--- src/rtl/lin_bitclk_resync.sv ---
module lin_bitclk_resync #(
  parameter int DIVW    = 12,
  parameter int SPBW    = 6,
  parameter int SPB_NOM = 32,
  parameter int BRK_MIN = 11,
  parameter int BRK_MAX = 28,
  parameter int SPB_LO  = 26,
  parameter int SPB_HI  = 38,
  parameter int MEASW   = 10
) (
  input  logic            clk,
  input  logic            rst_n,
  input  logic [DIVW-1:0] divider,
  input  logic [SPBW-1:0] spb_cfg,
  input  logic            lin_mode,
  input  logic            rx,
  output logic            sample_tick,
  output logic            bit_tick,
  output logic            bit_val,
  output logic            brk_ok,
  output logic            sync_done,
  output logic            sync_err,
  output logic [SPBW-1:0] spb_now
);
  localparam logic [SPBW-1:0]  NOM    = SPBW'(SPB_NOM);
  localparam logic [SPBW-1:0]  TLO    = SPBW'(SPB_LO);
  localparam logic [SPBW-1:0]  THI    = SPBW'(SPB_HI);
  localparam logic [MEASW-1:0] BRK_LO = MEASW'(BRK_MIN * SPB_NOM);
  localparam logic [MEASW-1:0] BRK_HI = MEASW'(BRK_MAX * SPB_NOM);
  localparam logic [MEASW:0]   M_MAX  = (MEASW + 1)'(8 * SPB_HI + 16);
  localparam logic [3:0]       LAST   = 4'd9;

  typedef enum logic [2:0] {S_IDLE, S_BRK, S_SYNW, S_SYNM, S_WPID, S_FRM} st_t;
  st_t st;

  logic [DIVW-1:0]  pcnt;
  logic             rx_m, rx_s, rx_p;
  logic [SPBW-1:0]  scnt, tuned;
  logic             tuned_ok;
  logic [3:0]       bidx;
  logic [2:0]       votes;
  logic [MEASW-1:0] meas;
  logic [1:0]       ecnt;

  assign sample_tick = pcnt >= divider;
  assign spb_now = lin_mode ? (tuned_ok ? tuned : NOM) : spb_cfg;

  wire             fall   = sample_tick & rx_p & ~rx_s;
  wire [SPBW-1:0]  half   = spb_now >> 1;
  wire             maj    = (votes[0] & votes[1]) | (votes[0] & votes[2]) | (votes[1] & votes[2]);
  wire [MEASW:0]   meas_n = {1'b0, meas} + 1'b1;
  wire [MEASW:0]   rsum   = meas_n + (MEASW + 1)'(4);
  wire [SPBW-1:0]  rnd    = SPBW'(rsum >> 3);

  always_ff @(posedge clk or negedge rst_n) begin
    if (!rst_n) begin
      pcnt <= '0;
      rx_m <= 1'b1;
      rx_s <= 1'b1;
      rx_p <= 1'b1;
    end else begin
      pcnt <= sample_tick ? '0 : pcnt + 1'b1;
      rx_m <= rx;
      rx_s <= rx_m;
      if (sample_tick) rx_p <= rx_s;
    end
  end

  always_ff @(posedge clk or negedge rst_n) begin
    if (!rst_n) begin
      st <= S_IDLE;
      scnt <= '0;
      tuned <= NOM;
      tuned_ok <= 1'b0;
      bidx <= '0;
      votes <= '0;
      meas <= '0;
      ecnt <= '0;
      bit_tick <= 1'b0;
      bit_val <= 1'b1;
      brk_ok <= 1'b0;
      sync_done <= 1'b0;
      sync_err <= 1'b0;
    end else begin
      bit_tick <= 1'b0;
      brk_ok <= 1'b0;
      sync_done <= 1'b0;
      sync_err <= 1'b0;
      if (sample_tick) begin
        case (st)
          S_IDLE: if (fall) begin
            if (lin_mode) begin
              st <= S_BRK;
              meas <= MEASW'(1);
            end else begin
              st <= S_FRM;
              scnt <= '0;
              bidx <= '0;
            end
          end
          S_BRK: begin
            if (rx_s) begin
              if (meas >= BRK_LO && meas <= BRK_HI) begin
                brk_ok <= 1'b1;
                st <= S_SYNW;
              end else begin
                st <= S_IDLE;
              end
            end else if (meas != '1) begin
              meas <= meas + 1'b1;
            end
          end
          S_SYNW: if (fall) begin
            st <= S_SYNM;
            meas <= '0;
            ecnt <= '0;
          end
          S_SYNM: begin
            meas <= meas_n[MEASW-1:0];
            if (fall) begin
              if (ecnt == 2'd3) begin
                if (rnd >= TLO && rnd <= THI) begin
                  tuned <= rnd;
                  tuned_ok <= 1'b1;
                  sync_done <= 1'b1;
                  st <= S_WPID;
                end else begin
                  sync_err <= 1'b1;
                  st <= S_IDLE;
                end
              end else begin
                ecnt <= ecnt + 1'b1;
              end
            end else if (meas_n > M_MAX) begin
              sync_err <= 1'b1;
              st <= S_IDLE;
            end
          end
          S_WPID: if (fall) begin
            st <= S_FRM;
            scnt <= '0;
            bidx <= '0;
          end
          S_FRM: begin
            if (scnt == half - 1'b1) votes[0] <= rx_s;
            if (scnt == half)        votes[1] <= rx_s;
            if (scnt == half + 1'b1) votes[2] <= rx_s;
            if (scnt == spb_now - 1'b1) begin
              scnt <= '0;
              bit_tick <= 1'b1;
              bit_val <= maj;
              bidx <= bidx + 1'b1;
              if (bidx == LAST) begin
                st <= S_IDLE;
                tuned_ok <= 1'b0;
              end
            end else begin
              scnt <= scnt + 1'b1;
            end
          end
          default: st <= S_IDLE;
        endcase
      end
    end
  end

  // a strobe is never followed at once by another while the divide value is stable and nonzero
  p_tick_gap_r1: assert property (@(posedge clk) disable iff (!rst_n)
    (sample_tick && divider != '0) |=> (!sample_tick || !$stable(divider)));

  // bit decisions only come out of a sample-strobe cycle
  p_bit_on_tick_r3: assert property (@(posedge clk) disable iff (!rst_n)
    bit_tick |-> $past(sample_tick));

  // nominal count while hunting, measuring a break or timing the sync field
  p_hunt_nominal_r5: assert property (@(posedge clk) disable iff (!rst_n)
    (lin_mode && (st == S_IDLE || st == S_BRK || st == S_SYNW || st == S_SYNM)) |-> spb_now == NOM);

  // the header event pulses never coincide
  p_pulse_excl_r6: assert property (@(posedge clk) disable iff (!rst_n)
    $onehot0({brk_ok, sync_done, sync_err}));

  // a tuned count is always inside the accepted window
  p_tuned_window_r7: assert property (@(posedge clk) disable iff (!rst_n)
    (lin_mode && sync_done) |-> (spb_now >= TLO && spb_now <= THI));

  // an error pulse leaves the block hunting at the nominal count
  p_err_hunt_r8: assert property (@(posedge clk) disable iff (!rst_n)
    (lin_mode && sync_err) |-> spb_now == NOM);
endmodule

--- config.mk ---
export PLATFORM = sky130hd
export DESIGN_NAME = lin_bitclk_resync
export DESIGN_NICKNAME = d
export VERILOG_FILES = /design/src/rtl/lin_bitclk_resync.sv
export SDC_FILE = /design/constraint.sdc
export NUM_CORES = 1
export LEC_CHECK = 0
export BUFFER_PORTS_ARGS = -buffer_cell sky130_fd_sc_hd__buf_4
export CAP_MARGIN = 10
export CORE_MARGIN = 3
export CORE_UTILIZATION = 33
export CTS_BUF_LIST = sky130_fd_sc_hd__clkbuf_4
export DETAILED_ROUTE_END_ITERATION = 8
export MAX_ROUTING_LAYER = met4
export PLACE_DENSITY_LB_ADDON = 0.05
export RECOVER_POWER = 25
export SLEW_MARGIN = 15
export SYNTH_ARGS = -nofsm -noshare
export SYNTH_HDL_FRONTEND = slang
export SYNTH_SLANG_ARGS = --single-unit
--- constraint.sdc ---
create_clock -name clk -period 4.11 [get_ports clk]
set_input_delay 0.6165 -clock clk [delete_from_list [all_inputs] [get_ports clk]]
set_output_delay 0.6165 -clock clk [all_outputs]
set_load 0.05 [all_outputs]
==> results.yml, run 1 <==
timing:
  hold_viol_final: 0
  rsz0062_at_grt: "no"
  tightest_slew_ns: 3.12
  min_period_ns: 3.66
  postLayoutSetupSlackWorst_ns: 0.445
  finalCritPeriodShare: 0.892
  skew_ns: 0.0146
  report.final.slew_viol_count: 56
  fmax_ghz: 0.273
  finalSetupViolations: 0
  fin_setup_tns_ns: 0
  hold_ws_ns: 0.277
  maxSlewHeadroom: -1.08
cts:
  cts.sink_count: 55
  cts_buffers: 5
  htreeDepth: 2
  cts.clk_slew.worst_paths_ns: 0.17
  post_cts_buffers: 0
  root_buffer: "clkbuf_4"
  cts_buffer_depth: 2
  cts_tree: "done"
  clk-insertion-delay-late_ns: 0.43
  post_cts_resized: 0
  cts_hold_buf: 0
global_routing:
  grt_use_total: 0.156
  met2_usage: 0.254
  grt_antenna_before_repair: 0
  busiest_layer: "met2"
  use_met1: 0.198
  grt_max_degree: 56
  met3_usage: 0.0258
  grt_pass1_vias: 3442
  gr-total-overflow: 0
  grt_pass1_wl_um: 17400
power_and_ir_drop:
  seq_power_share: 0.546
  swShare: 0.340
  power.leakage_nw: 2.12
  power_mw: 1.18
  p_int_mw: 0.782
  cellPowerDensity_nw_per_um2: 256
  combPwrFrac: 0.222
  ir_drop_mv: 0.188
  power.share.clock: 0.232
  power.switching_mw: 0.403
finish:
  areaGrowthSynthToFinish_pct: 10.4
  nets: 562
  diodes: 0
  drive_above_1_share: 0.139
floorplan:
  coreArea_um2: 12200
  num_rows: 40
  die_h_um: 119
  dieWidth_um: 119
  ios: 34
  die_area_um2: 14100
  start_util: 0.343
critical_path:
  reg2reg_slack_ns: 0.45
  cp_max_fo: 14
  startpoint_type: "register"
  crit_chain: "ha_1, a21bo_1, nor4b_1, nor3_1, or4b_1, a311o_1, a21oi_2, nand2_4, mux2_1"
  rr_endpoint: "tuned[3]$_DFFE_PN0P_"
  slowest_stage: "dfrtp_1"
  path_class: "register to register"
  crit_arrival_ns: 3.99
  cp-end-kind: "register"
  ff2ff_path_depth: 9
  timing.rr.start: "meas[1]$_DFFE_PN0P_"
  slowest_delay_ns: 0.56
  worst_ep_required_time_ns: 4.43
routing:
  drt_wl_total_um: 10500
  drtPass1Iterations: 4
  postRouteAntennaNets: 0
  drtIter0Drc: 218
  vias_per_cell: 5.35
  num_vias: 3662
  route.detailed.drc: 0
  wl_per_cell_um: 15.4
place:
  place.gp.congestion: 0.820
  dp_hpwl_um: 7920
  place_ws_ns: 0.487
  portBuffers: 33
yosys:
  syn_area_um2: 4190
  synth_edf_count: 0
  synth-seq-cells: 55
  ys_warn_count: 0
  mappedNetlistNets: 541
  syn-instance-count: 495
  syn_area_per_cell_um2: 8.47
  synthDistinctLibCells: 74
  ys.flop_type: "dfrtp_1"
  seq_area_frac_synth: 0.330
  async_reset_ff_frac: 1.00
status:
  status: "finished, violations left"
  violations: "capacitance limit, slew limit"
worst_hold_path:
  hold_depth: 1
  hold_start: "rx"
  min_to: "rx_m$_DFF_PN1_"
  hp-class: "input port to register"
run:
  cap_viol_max_count: 1
==> power groups by stage <==
stage	clock network (mW)	registers [mW]	logic, mW
2_1_floorplan	0	0.637	0.197
3_3_place_gp	0	0.658	0.262
3_5_place_dp	0	0.658	0.267
4_1_cts	0.292	0.647	0.269
5_1_grt	0.314	0.655	0.310
6_report	0.275	0.647	0.263
==> logic make-up after synthesis <==
logic type                 after synthesis  share of synthesized area
and+or+nand+nor                        183                      0.233
DFF                                     55                      0.330
xor gates and xnor gates                29                     0.0639
buffers and inverters                   65                     0.0659
muxes                                   14                     0.0391
adders and majority gates               24                     0.0716
AOI/OAI and AO/OA                      125                      0.196
==> critical path, delay by kind of cell (launching register included) <==
kind,cells,cell delay (ns)
AO/OA/AOI/OAI,3,0.94
adder cells (fa/ha/maj),1,0.49
flip-flops,1,0.56
multiplexers,1,0.33
AND/OR/NAND/NOR,4,1.24
==> cell usage after synthesis, drive strengths merged (6+ instances only) <==
library cell / instances / area [um2]
o21ai: 44 / 220
nor4: 6 / 37.5
a211oi: 6 / 62.6
clkbuf: 16 / 61.3
a21oi: 22 / 114
or3: 6 / 43.8
buf: 9 / 65.1
xor2: 15 / 131
nand3: 30 / 155
ha: 24 / 300
nor2: 34 / 128
inv: 40 / 150
mux2: 10 / 124
xnor2: 13 / 114
nand2: 36 / 143
nor3: 10 / 50.1
nand2b: 10 / 62.6
and3: 9 / 56.3
nand4: 11 / 68.8
a21o: 6 / 45.0
dfrtp: 50 / 1250
==> metal layers <==
metal | wire, um | share of wire
met5 | 0 | 0
met2 | 5200 | 0.49
met4 | 191 | 0.018
met3 | 364 | 0.035
met1 | 4780 | 0.45
==> stage by stage <==
stage,util,instances,instance area (um2)
global route,0.379,685,4630
floorplan,-,495,4190
global placement,0.374,677,4570
CTS,0.379,685,4630
finish,0.379,685,4630
detailed placement,0.374,677,4570
==> layout make-up <==
| type | instances | area [um2] |
|---|---|---|
| multi-input combinational | 375 | 2530 |
| clock inverter | 2 | 16.3 |
| timing repair buffer | 39 | 289 |
| fill | 1302 | 7580 |
| clock buffer | 6 | 45.0 |
| inverter | 40 | 150 |
| tap | 168 | 210 |
| sequential | 55 | 1380 |
==> sequential cells by signal (all words and copies together) (netlist names), 2 cells and up <==
signal and cells:
pcnt 12, meas 10, scnt 6, tuned 6, bidx 4, st 3, votes 3, ecnt 2
==> cell usage in the layout, fill, tap and decap left out, drive strengths merged, types with 15 or more instances in the layout <==
master,instances
a21oi,22
buf,37
dfrtp,50
ha,24
inv,41
nand2,36
nand3,30
nor2,34
o21ai,44
xor2,15
==> worst max-delay path by stage <==
stage | startpoint | to | slack [ns]
5_1_grt | meas[0]$_DFFE_PN0P_ | tuned[3]$_DFFE_PN0P_ | 0.17
3_5_place_dp | meas[1]$_DFFE_PN0P_ | tuned[3]$_DFFE_PN0P_ | 0.49
4_1_cts | meas[1]$_DFFE_PN0P_ | tuned[3]$_DFFE_PN0P_ | 0.46
2_1_floorplan | lin_mode | st[0]$_DFFE_PN0P_ | 0.41
3_3_place_gp | meas[1]$_DFFE_PN0P_ | tuned[3]$_DFFE_PN0P_ | 0.57
6_report | meas[1]$_DFFE_PN0P_ | tuned[3]$_DFFE_PN0P_ | 0.45
(Power assumes the default switching activity.)
==> run 2: changes to the inputs <==
RECOVER_POWER = 100   (was 25)
SLEW_MARGIN = 20   (was 15)
==> run 2 against run 1 <==
  * First-iteration DRC count is 14% lower
  * Critical endpoint is now tuned[0]$_DFFE_PN0P_
  * The flow still finishes with violations (capacitance limit, slew limit)
  * Worst hold slack hardly changed
  * Highest routed layer unchanged
  * Non-clock buffer count stayed put
  * Critical path depth stayed put
  * Via count is 0.66% lower
  * Cell count stayed put
  * Wire length is 0.57% lower
  * Flip-flop and latch count stayed put
  * Core utilization is 0.48 points lower
  * Clock power hardly changed
==> results.yml, run 2 (same netlist as run 1, synthesis figures left out) <==
power_and_ir_drop:
  ir_drop_mv: 0.187
  power.leakage_nw: 2.06
  cellPowerDensity_nw_per_um2: 258
place:
  dp_hpwl_um: 7920
  portBuffers: 33
  place_ws_ns: 0.487
  place.gp.congestion: 0.820
  post_dp_cell_area_um2: 4570
finish:
  areaGrowthSynthToFinish_pct: 8.95
  drive_above_1_share: 0.110
  layout_commonest_cell: "dfrtp_1"
  reg.largest.list: "pcnt x12, meas x10"
  nets: 562
  diodes: 0
  ff_latch_area_um2: 1380
  fin_area_um2: 4570
  largest_register_ffs: 12
  top_register: "pcnt"
  final_cell_mix: "50 x dfrtp_1, 44 x o21ai_0, 39 x inv_1"
  fillers: 1313
  multiInputGateArea_um2: 2520
global_routing:
  grt_use_total: 0.156
  grt_antenna_before_repair: 0
  grt_pass1_wl_um: 17400
  grt_max_degree: 56
  gr-total-overflow: 0
  grt_pass1_vias: 3442
critical_path:
  crit_arrival_ns: 3.99
  slowest_stage: "dfrtp_1"
  startpoint_type: "register"
  worst_ep_required_time_ns: 4.43
  cp-end-kind: "register"
  cp_max_fo: 14
  crit_chain: "ha_1, a21bo_1, nor4b_1, nor3_1, or4b_1, a311o_1, a21oi_2, nand2_4, mux2_1"
  slowest_delay_ns: 0.56
  path_class: "register to register"
floorplan:
  num_rows: 40
  coreArea_um2: 12200
  die_h_um: 119
  dieWidth_um: 119
  ios: 34
  start_util: 0.343
  die_area_um2: 14100
timing:
  finalCritPeriodShare: 0.893
  report.final.slew_viol_count: 56
  tightest_slew_ns: 3.09
  maxSlewHeadroom: -1.06
  postLayoutSetupSlackWorst_ns: 0.441
  min_period_ns: 3.67
  fin_setup_tns_ns: 0
  finalSetupViolations: 0
  hold_viol_final: 0
  rsz0062_at_grt: "no"
  skew_ns: 0.0214
  fmax_ghz: 0.273
status:
  violations: "capacitance limit, slew limit"
  status: "finished, violations left"
routing:
  num_vias: 3638
  wl_per_cell_um: 15.3
  vias_per_cell: 5.31
  postRouteAntennaNets: 0
  drtIter0Drc: 188
  route.detailed.drc: 0
  drtPass1Iterations: 6
  drt_wl_total_um: 10500
cts:
  clk-insertion-delay-late_ns: 0.43
  post_cts_resized: 0
  cts.clk_slew.worst_paths_ns: 0.17
  cts.sink_count: 55
  cts_tree: "done"
  htreeDepth: 2
  cts_buffer_depth: 2
  cts_buffers: 5
  root_buffer: "clkbuf_4"
  post_cts_buffers: 0
  cts_hold_buf: 0
run:
  cap_viol_max_count: 1
worst_hold_path:
  hp-class: "input port to register"
## run 2: cell count changes in the layout (fill, tap and decap cells not counted), sizes merged
cell,before,now
clkbuf,8,20
buf,37,25
## run 2: worst paths after layout
path | cells past startpoint | start | to | slack [ns]
worst min-delay path | 1 | rx | rx_m$_DFF_PN1_ | 0.28
min in group asynchronous | 1 | rst_n | votes[2]$_DFFE_PN0P_ | 1.18
max in group asynchronous | 1 | rst_n | meas[0]$_DFFE_PN0P_ | 1.20
worst min register to register | 0 | rx_m$_DFF_PN1_ | rx_s$_DFF_PN1_ | 0.37
worst max register to register | 9 | meas[1]$_DFFE_PN0P_ | tuned[0]$_DFFE_PN0P_ | 0.44
worst max-delay path | 9 | meas[1]$_DFFE_PN0P_ | tuned[0]$_DFFE_PN0P_ | 0.44
## run 2: where the power goes
part | leakage, nW | internal (mW) | switching [mW]
Sequential | 0.713 | 0.587 | 0.0594
Combinational | 1.32 | 0.116 | 0.143
Clock | 0.0323 | 0.0761 | 0.197
## run 2: metrics by stage
| step | utilization | hold WS (ns) | total power, mW | cells |
|---|---|---|---|---|
| after floorplan | - | 0.321 | 0.834 | 495 |
| after global placement | 0.374 | 0.350 | 0.920 | 677 |
| after detailed placement | 0.374 | 0.348 | 0.925 | 677 |
| after CTS | 0.379 | 0.235 | 1.21 | 685 |
| after global routing | 0.374 | 0.237 | 1.28 | 685 |
| final | 0.374 | 0.277 | 1.18 | 685 |
## run 2: critical path: cells and delay by family (launching register included)
family,cells,cell delay [ns]
and+or+nand+nor,4,1.23
AOI/OAI and AO/OA,3,0.94
DFF,1,0.56
adders and majority gates,1,0.49
muxes,1,0.34
## run 2: layer usage
metal,wire [um],GRT usage
met1,4830,0.198
met4,191,0.0529
met5,0,-
met2,5130,0.254
met3,319,0.0258
## run 2: final cells by class
cell class | count | share of cell area
multi-input cells | 375 | 0.551
inverters | 40 | 0.0329
clock inverters | 2 | 0.00356
flip-flops and latches | 55 | 0.303
repair buffers | 39 | 0.0537
well taps | 168 | 0.0460
clock buffers | 6 | 0.00986
